==> config.mk <==
export PLATFORM = sky130hd
export DESIGN_NAME = rdma_seq
export DESIGN_NICKNAME = d
export VERILOG_FILES = /design/src/rtl/rdma_pkg.sv /design/src/rtl/rdma_progregs.sv /design/src/rtl/rdma_ctr.sv /design/src/rtl/rdma_fsm.sv /design/src/rtl/rdma_seq.sv
export SDC_FILE = /design/constraint.sdc
export NUM_CORES = 1
export LEC_CHECK = 0
export CAP_MARGIN = 30
export CORE_MARGIN = 4
export CORE_UTILIZATION = 30
export DETAILED_ROUTE_END_ITERATION = 10
export RECOVER_POWER = 25
export SLEW_MARGIN = 10
export SYNTH_ARGS = -nofsm -noshare
export SYNTH_HDL_FRONTEND = slang
export SYNTH_SLANG_ARGS = --single-unit
export TNS_END_PERCENT = 50
==> constraint.sdc <==
create_clock -name clk -period 3.41 [get_ports clk]
set_clock_uncertainty 0.1 [all_clocks]
set_input_delay 0.682 -clock clk [delete_from_list [all_inputs] [get_ports clk]]
set_output_delay 0.682 -clock clk [all_outputs]
set_load 0.005 [all_outputs]
==> src/rtl/rdma_pkg.sv <==
package rdma_pkg;
    typedef enum logic [1:0] {
        ST_IDLE = 2'd0,
        ST_RUN  = 2'd1,
        ST_DONE = 2'd2
    } rdma_state_e;

    localparam int SEL_W = 2;
    localparam logic [SEL_W-1:0] SEL_ADDR_LO = 2'd0;
    localparam logic [SEL_W-1:0] SEL_ADDR_HI = 2'd1;
    localparam logic [SEL_W-1:0] SEL_CNT_LO  = 2'd2;
    localparam logic [SEL_W-1:0] SEL_CNT_HI  = 2'd3;
endpackage

==> src/rtl/rdma_progregs.sv <==
module rdma_progregs
    import rdma_pkg::*;
#(
    parameter int AW = 16,
    parameter int CW = 16
) (
    input  logic             clk,
    input  logic             rst_n,
    input  logic             we,
    input  logic [SEL_W-1:0] sel,
    input  logic [7:0]       wdata,
    output logic [AW-1:0]    start_addr,
    output logic [CW-1:0]    byte_cnt
);
    localparam int NB = 2;

    generate
        for (genvar b = 0; b < NB; b++) begin : g_byte
            always_ff @(posedge clk) begin
                if (!rst_n) begin
                    start_addr[8*b +: 8] <= '0;
                    byte_cnt[8*b +: 8]   <= '0;
                end else if (we) begin
                    if (sel == SEL_W'(b))
                        start_addr[8*b +: 8] <= wdata;
                    if (sel == SEL_W'(2 + b))
                        byte_cnt[8*b +: 8] <= wdata;
                end
            end
        end
    endgenerate

    AST_WRITE_ONE_BYTE: assert property (@(posedge clk) disable iff (!rst_n)
        (we && sel == SEL_ADDR_LO) |=> start_addr[15:8] == $past(start_addr[15:8]));
endmodule

==> src/rtl/rdma_ctr.sv <==
module rdma_ctr #(
    parameter int AW = 16,
    parameter int CW = 16
) (
    input  logic          clk,
    input  logic          rst_n,
    input  logic          load,
    input  logic [AW-1:0] load_addr,
    input  logic [CW-1:0] load_cnt,
    input  logic          step_en,
    input  logic          word,
    output logic [AW-1:0] addr,
    output logic [CW-1:0] rem,
    output logic          last
);
    logic [CW-1:0] step;

    always_comb begin
        step = word ? CW'(2) : CW'(1);
        last = (rem <= step);
    end

    always_ff @(posedge clk) begin
        if (!rst_n) begin
            addr <= '0;
            rem  <= '0;
        end else if (load) begin
            addr <= load_addr;
            rem  <= load_cnt;
        end else if (step_en) begin
            addr <= addr + AW'(step);
            rem  <= last ? '0 : rem - step;
        end
    end

    AST_NO_UNDERFLOW: assert property (@(posedge clk) disable iff (!rst_n)
        (step_en && !load && rem != '0) |=> rem < $past(rem));
    AST_ADDR_STEP: assert property (@(posedge clk) disable iff (!rst_n)
        (step_en && !load) |=> (addr - $past(addr)) == ($past(word) ? AW'(2) : AW'(1)));
endmodule

==> src/rtl/rdma_fsm.sv <==
module rdma_fsm
    import rdma_pkg::*;
(
    input  logic clk,
    input  logic rst_n,
    input  logic start,
    input  logic cnt_zero,
    input  logic stb,
    input  logic last,
    output logic load,
    output logic step_en,
    output logic busy,
    output logic done_flag,
    output logic done_pulse
);
    rdma_state_e state, nxt;

    always_comb begin
        nxt = state;
        unique case (state)
            ST_IDLE, ST_DONE: if (start) nxt = cnt_zero ? ST_DONE : ST_RUN;
            ST_RUN:           if (stb && last) nxt = ST_DONE;
            default:          nxt = ST_IDLE;
        endcase
    end

    always_ff @(posedge clk) begin
        if (!rst_n) state <= ST_IDLE;
        else        state <= nxt;
    end

    always_comb begin
        load      = start && (state != ST_RUN);
        step_en   = stb && (state == ST_RUN);
        busy      = (state == ST_RUN);
        done_flag = (state == ST_DONE);
    end

    always_ff @(posedge clk) begin
        if (!rst_n) done_pulse <= 1'b0;
        else        done_pulse <= (load && cnt_zero) || (step_en && last);
    end

    AST_PULSE_ONE: assert property (@(posedge clk) disable iff (!rst_n)
        done_pulse |=> !done_pulse || $past(load));
    AST_PULSE_DONE: assert property (@(posedge clk) disable iff (!rst_n)
        done_pulse |-> done_flag);
endmodule

==> src/rtl/rdma_seq.sv <==
module rdma_seq
    import rdma_pkg::*;
#(
    parameter int AW = 16,
    parameter int CW = 16
) (
    input  logic             clk,
    input  logic             rst_n,
    input  logic             prog_we,
    input  logic [SEL_W-1:0] prog_sel,
    input  logic [7:0]       prog_data,
    input  logic             start,
    input  logic             dir_write,
    input  logic             word_mode,
    input  logic             xfer_stb,
    output logic             xfer_fire,
    output logic             xfer_write,
    output logic [AW-1:0]    mem_addr,
    output logic [7:0]       cur_lo,
    output logic [7:0]       cur_hi,
    output logic             busy,
    output logic             done_pulse,
    output logic             done_flag
);
    logic [AW-1:0] start_addr;
    logic [CW-1:0] byte_cnt, rem;
    logic          load, last, word_q;

    rdma_progregs #(.AW(AW), .CW(CW)) i_regs (
        .clk(clk), .rst_n(rst_n), .we(prog_we), .sel(prog_sel),
        .wdata(prog_data), .start_addr(start_addr), .byte_cnt(byte_cnt)
    );

    rdma_fsm i_fsm (
        .clk(clk), .rst_n(rst_n), .start(start), .cnt_zero(byte_cnt == '0),
        .stb(xfer_stb), .last(last), .load(load), .step_en(xfer_fire),
        .busy(busy), .done_flag(done_flag), .done_pulse(done_pulse)
    );

    rdma_ctr #(.AW(AW), .CW(CW)) i_ctr (
        .clk(clk), .rst_n(rst_n), .load(load), .load_addr(start_addr),
        .load_cnt(byte_cnt), .step_en(xfer_fire), .word(word_q),
        .addr(mem_addr), .rem(rem), .last(last)
    );

    always_ff @(posedge clk) begin
        if (!rst_n) begin
            word_q     <= 1'b0;
            xfer_write <= 1'b0;
        end else if (load) begin
            word_q     <= word_mode;
            xfer_write <= dir_write;
        end
    end

    assign cur_lo = mem_addr[7:0];
    assign cur_hi = mem_addr[15:8];

    AST_IDLE_NO_FIRE: assert property (@(posedge clk) disable iff (!rst_n)
        !busy |-> !xfer_fire);
    AST_IDLE_ADDR_HOLD: assert property (@(posedge clk) disable iff (!rst_n)
        (!busy && !load) |=> $stable(mem_addr));
    AST_DONE_EMPTY: assert property (@(posedge clk) disable iff (!rst_n)
        done_flag |-> rem == '0);
endmodule

Yosys cells after proc, flatten, opt, wreduce, memory -nomap -nowiden:

Index checks and enable logic that the tools add are counted.

* word-level logic and storage cells: 47
* memories: 0
* bits in read-only memories: 0
* bits in latches: 0
* memory bits (writable): 0
* register bits: 69

* reductions and logical operators: 16
* $lt $le $gt $ge: 1
* equality and inequality tests: 8
* bitwise gates (word level): 0
* multiply operators: 0
* $add $sub $neg: 2
* shift operators: 0
* div/mod/pow operators: 0
* mux-type cells: 10

Operators by type and width (count)
* 16-bit two-way mux: 5
* 16-bit adder: 1
* 16-bit <= comparator: 1
* 16-bit zero test: 1
* 16-bit subtractor: 1
* 2-bit AND reduction: 5
* 2-bit two-way mux: 4
* 2-bit == test, second input constant: 3
* 1-bit logical AND: 5
* 2-bit by 1-bit == test with 1-bit output, second input constant: 2
* 2-bit zero test: 2
* 2-bit by 1-bit inequality test with 1-bit output, second input constant: 2
* 2-bit one-hot mux with 2 select lines: 1
* 2-bit inequality test, second input constant: 1
* 2-bit nonzero test: 1
* 2-bit OR reduction: 1
* 1-bit logical OR: 1

Depth between registers and ports, before layout:

* depth in word-level cells: 5
* gate-level depth with buffers: 9

Cells and area by module:

Synthesis repeated with hierarchy kept, for this count alone.

* cells, all modules: 394
* area total of the unflattened synthesis: 3464.6 µm²

By module, submodules not included
* rdma_ctr: seq. area each 640.6 µm², times used 1, area an instance 1904.3 µm², cells each 234
* rdma_progregs: seq. area each 640.6 µm², times used 1, area an instance 1177.4 µm², cells each 115
* rdma_seq: seq. area each 40.0 µm², times used 1, area an instance 226.5 µm², cells each 27
* rdma_fsm: seq. area each 60.1 µm², times used 1, area an instance 156.4 µm², cells each 18

Least setup slack after synthesis:

OpenSTA, ideal clock, no wires.

* path type: flip-flop to flip-flop
* start: reg word_q
* end: reg i_ctr.rem[7]
* cell stages (with the launch flop): 9
* period minus slack after synthesis: 2840 ps
* library setup time: 128 ps
* slack: 570 ps
* data required time: 3182 ps
* arrival time: 2612 ps
* path through: dfxtp_1 inv_1 ha_1 inv_1 fa_1 a2111oi_0 a31oi_1 a222oi_1 nor2_1

* longest elaborated chain between the ends: 5
* elaborated cells on any way between the ends: 6
* classes of those cells: add/sub (1); order compare (1); mux (4)

Ends and longest elaborated chain
* start, declared: RTL line rdma_seq.sv:27 `logic load, last, word_q;`
* start signal, assigned: RTL line rdma_seq.sv:51 `word_q <= word_mode;`
* 2-bit two-way mux (*): RTL line rdma_ctr.sv:19 `step = word ? CW'(2) : CW'(1);`
* 16-bit subtractor / 16-bit <= comparator (equally long branches): RTL line rdma_ctr.sv:32, rdma_ctr.sv:20
* 16-bit two-way mux (*): RTL line rdma_ctr.sv:32 `rem <= last ? '0 : rem - step;`
* 16-bit two-way mux (*): RTL line rdma_ctr.sv:30 `end else if (step_en) begin`
* 16-bit two-way mux (*): RTL line rdma_ctr.sv:27 `end else if (load) begin`
* end signal, assigned: RTL line rdma_ctr.sv:29 `rem <= load_cnt;`
* end signal, assigned: RTL line rdma_ctr.sv:32
* end, declared: RTL line rdma_ctr.sv:13 `output logic [CW-1:0] rem,`

Every way passes the cells marked *; elsewhere a longest branch is shown, timed or not. The select of a mux whose other input is x is not followed.
A chain may end at the register's enable or synchronous reset.

Worst setup path in the final report:

* start: reg word_q
* end: reg i_ctr.rem[2]

The elaborated chain is that of the path after synthesis.

==> run metrics <==
clock-pin slew on the worst setup and hold paths=approximately 0.08 ns; n_diodes=0; CTS Hold Bufs=0; total of max-cap violations=0; Max Clock Freq=360 MHz; WS Path Type=flop to flop; CP endpoint kind=flop; met3 Use GR=0.0313; Syn Nets=406; flops & latches, synth=69; Layout area overhead=23.7%; Synth Area per Inst=approximately 8.8 um2; initial antenna violation count=0; R2R Path Start=word_q$_SDFFE_PN0P_; DIE HEIGHT=114 um; worst slew pin tran=roughly 0.79 ns; CTS sink count=69; largest area contributor in the netlist=dfxtp_1; Async SR Flop Fraction=0; Avg WL per Cell=15.7 um; placed cells=549; share of layout cells above drive strength 1=0.0871; TritonCTS clock tree=done; Seq pwr share=0.417; dpl cell area=3930 um2; ys flop type=dfxtp_1; Final Non-Filler Cells=565; total grt overflow=0; Clock Path Buffers=2; global route hottest layer=met2; 1st-pass router iterations=4; top cell type's share of synthesized area=0.411; fin crit share=0.814; Total GRT Usage=0.145; Sw Ratio=0.296; Sw Pwr=664 uW; Remaining DRCs=0; Place WS=0.641 ns; setup TNS=0 ns; Cell Rows=38; crit path time final=2.78 ns; largest net degree at the start of global routing=between 40 and 50; count of cell types in the netlist=58; Hold Path Class=flop to flop; initial core utilization=0.308; Clock power frac=0.334; cell-internal power=about 1600 uW; Logic pwr share=0.249; deepest level of the CTS H-tree=3; register area share after synthesis=0.411; required time of the critical path=3.53 ns; Final Setup Violations=0; final net count=443; Post-synth EDFFs=0; Cell Area, Synth=3360 um2; worst path arrival time=2.90 ns; vias in the first global route=3022; width of the die=114 um; worst skew pair latency=~0.35 ns; CP Max Fanout=11; PnR worst setup slack=about 0.63 ns; Post-DRT Antenna Nets=0; I/O pin count=54; relative slew slack=0.470; CTS Buf Count=9; Detail Placement HPWL=roughly 6.4 mm; routability cong.=between 0.8 and 0.9; top post-synthesis cells by area=dfxtp_1 41%, mux2i_1 9.5%, nor2_1 5.7%; Hold Crit Start=i_regs.start_addr[1]$_SDFFE_PN0P_; final slew viol count=0; status=finished clean; Power Density=540 nW/um2; Fin. Hold Viols=0; Yosys Warn Count=0; most frequent cells in the layout=69 x dfxtp_1, 51 x nor2_1, 51 x clkdlybuf4s50_1, 32 x mux2i_1, 25 x nand2_1; met1 usage=0.194; Setup Fix Bufs, Post-CTS=0; RSZ-0062 raised after global routing=no; vias per std cell=5.20; cell count after synthesis=between 300 and 400; global-route wire length before repair=15.0 mm; vias=2938; final instance area=4150 um2; Worst IR Drop VDD=0.242 mV; IO buf count=53; CORE AREA=~11000 um2; Die Area=approximately 13000 um2; Detailed Route WL=8.87 mm; Critical Path Source Type=flop; post-CTS sizing=0; Critical Path Start=word_q$_SDFFE_PN0P_; clock root cell=clkbuf_8; Design Power=2240 uW; initial detailed-routing violation count=139; GR met2 Demand/Resource=0.229; leak pwr=between 0.0015 and 0.002 uW; most common cell after layout, fill and taps aside=dfxtp_1
## logic make-up after synthesis
logic type | share of synthesized area
AOI/OAI and AO/OA | 0.158
adders and majority gates | 0.0268
xor gates and xnor gates | 0.0209
muxes | 0.0988
buffers and inverters | 0.0697
DFF | 0.411
and+or+nand+nor | 0.215
## area by class of cell
type	count	area [um2]
clock inverter	6	86.3
timing repair buffer	62	594
fill	1110	6730
inverter	10	37.5
sequential	69	1380
clock buffer	10	138
tap	140	175
multi-input combinational	268	1740
## layer usage
layer | vias up | wire length [um]
met5 | - | 0
met4 | 0 | 200
li1 | 1447 | -
met1 | 1403 | 4150
met2 | 74 | 4060
met3 | 14 | 450
## worst max-delay path, cell delays in order, from the launching register on
cell and delay, ns:
dfxtp_1 0.33, inv_1 0.18, ha_1 0.23, inv_1 0.06
fa_1 0.36, buf_4 0.18, a2111oi_0 0.37, buf_4 0.21
nand2_1 0.08, o21bai_1 0.39, o21ai_0 0.16
## flip-flops by register name (all words and copies together), names as in the netlist
register / count
xfer_write: 1
i_fsm.done_pulse: 1
word_q: 1
i_fsm.state: 2
i_regs.start_addr: 16
i_regs.byte_cnt: 16
i_ctr.addr: 16
i_ctr.rem: 16
## power by group through the flow
| stage | clock, uW | combinational (uW) | sequential, uW |
|---|---|---|---|
| 2_1_floorplan | 0 | 376 | 937 |
| 3_3_place_gp | 0 | 555 | 951 |
| 3_5_place_dp | 0 | 560 | 954 |
| 4_1_cts | 764 | 564 | 936 |
| 5_1_grt | 789 | 623 | 947 |
| 6_report | 750 | 558 | 936 |
## final timing paths
check                                    end  slack [ns]  depth (start not counted)
hold reg to reg   i_ctr.addr[1]$_SDFFE_PN0P_        0.36                          2
setup / recovery   i_ctr.rem[2]$_SDFFE_PN0P_        0.63                         10
setup reg to reg   i_ctr.rem[2]$_SDFFE_PN0P_        0.63                         10
hold / removal    i_ctr.addr[1]$_SDFFE_PN0P_        0.36                          2
## stage by stage
| stage | util | hold slack [ns] |
|---|---|---|
| 2_1_floorplan | - | 0.331 |
| 3_3_place_gp | 0.361 | 0.350 |
| 3_5_place_dp | 0.361 | 0.351 |
| 4_1_cts | 0.382 | 0.362 |
| 5_1_grt | 0.382 | 0.403 |
| 6_report | 0.382 | 0.359 |
## synthesized netlist by cell type, types with 3 or more instances
cell / count
nor3_1: 10
or2_2: 3
nor3b_1: 3
a311oi_1: 5
mux2i_1: 32
inv_1: 7
nand4_1: 4
buf_4: 16
a222oi_1: 3
and2_1: 4
o21ai_0: 23
nand3_1: 11
nand3b_1: 3
and3_1: 3
o21a_1: 3
nor2_1: 51
dfxtp_1: 69
a21oi_1: 14
nor4_1: 7
nor2b_1: 3
nand2_1: 25
a211oi_1: 8
ha_1: 4
clkbuf_1: 18
o221ai_1: 3
xnor2_1: 8
a31oi_1: 4
No activity file was read; power rests on OpenSTA's default activity.
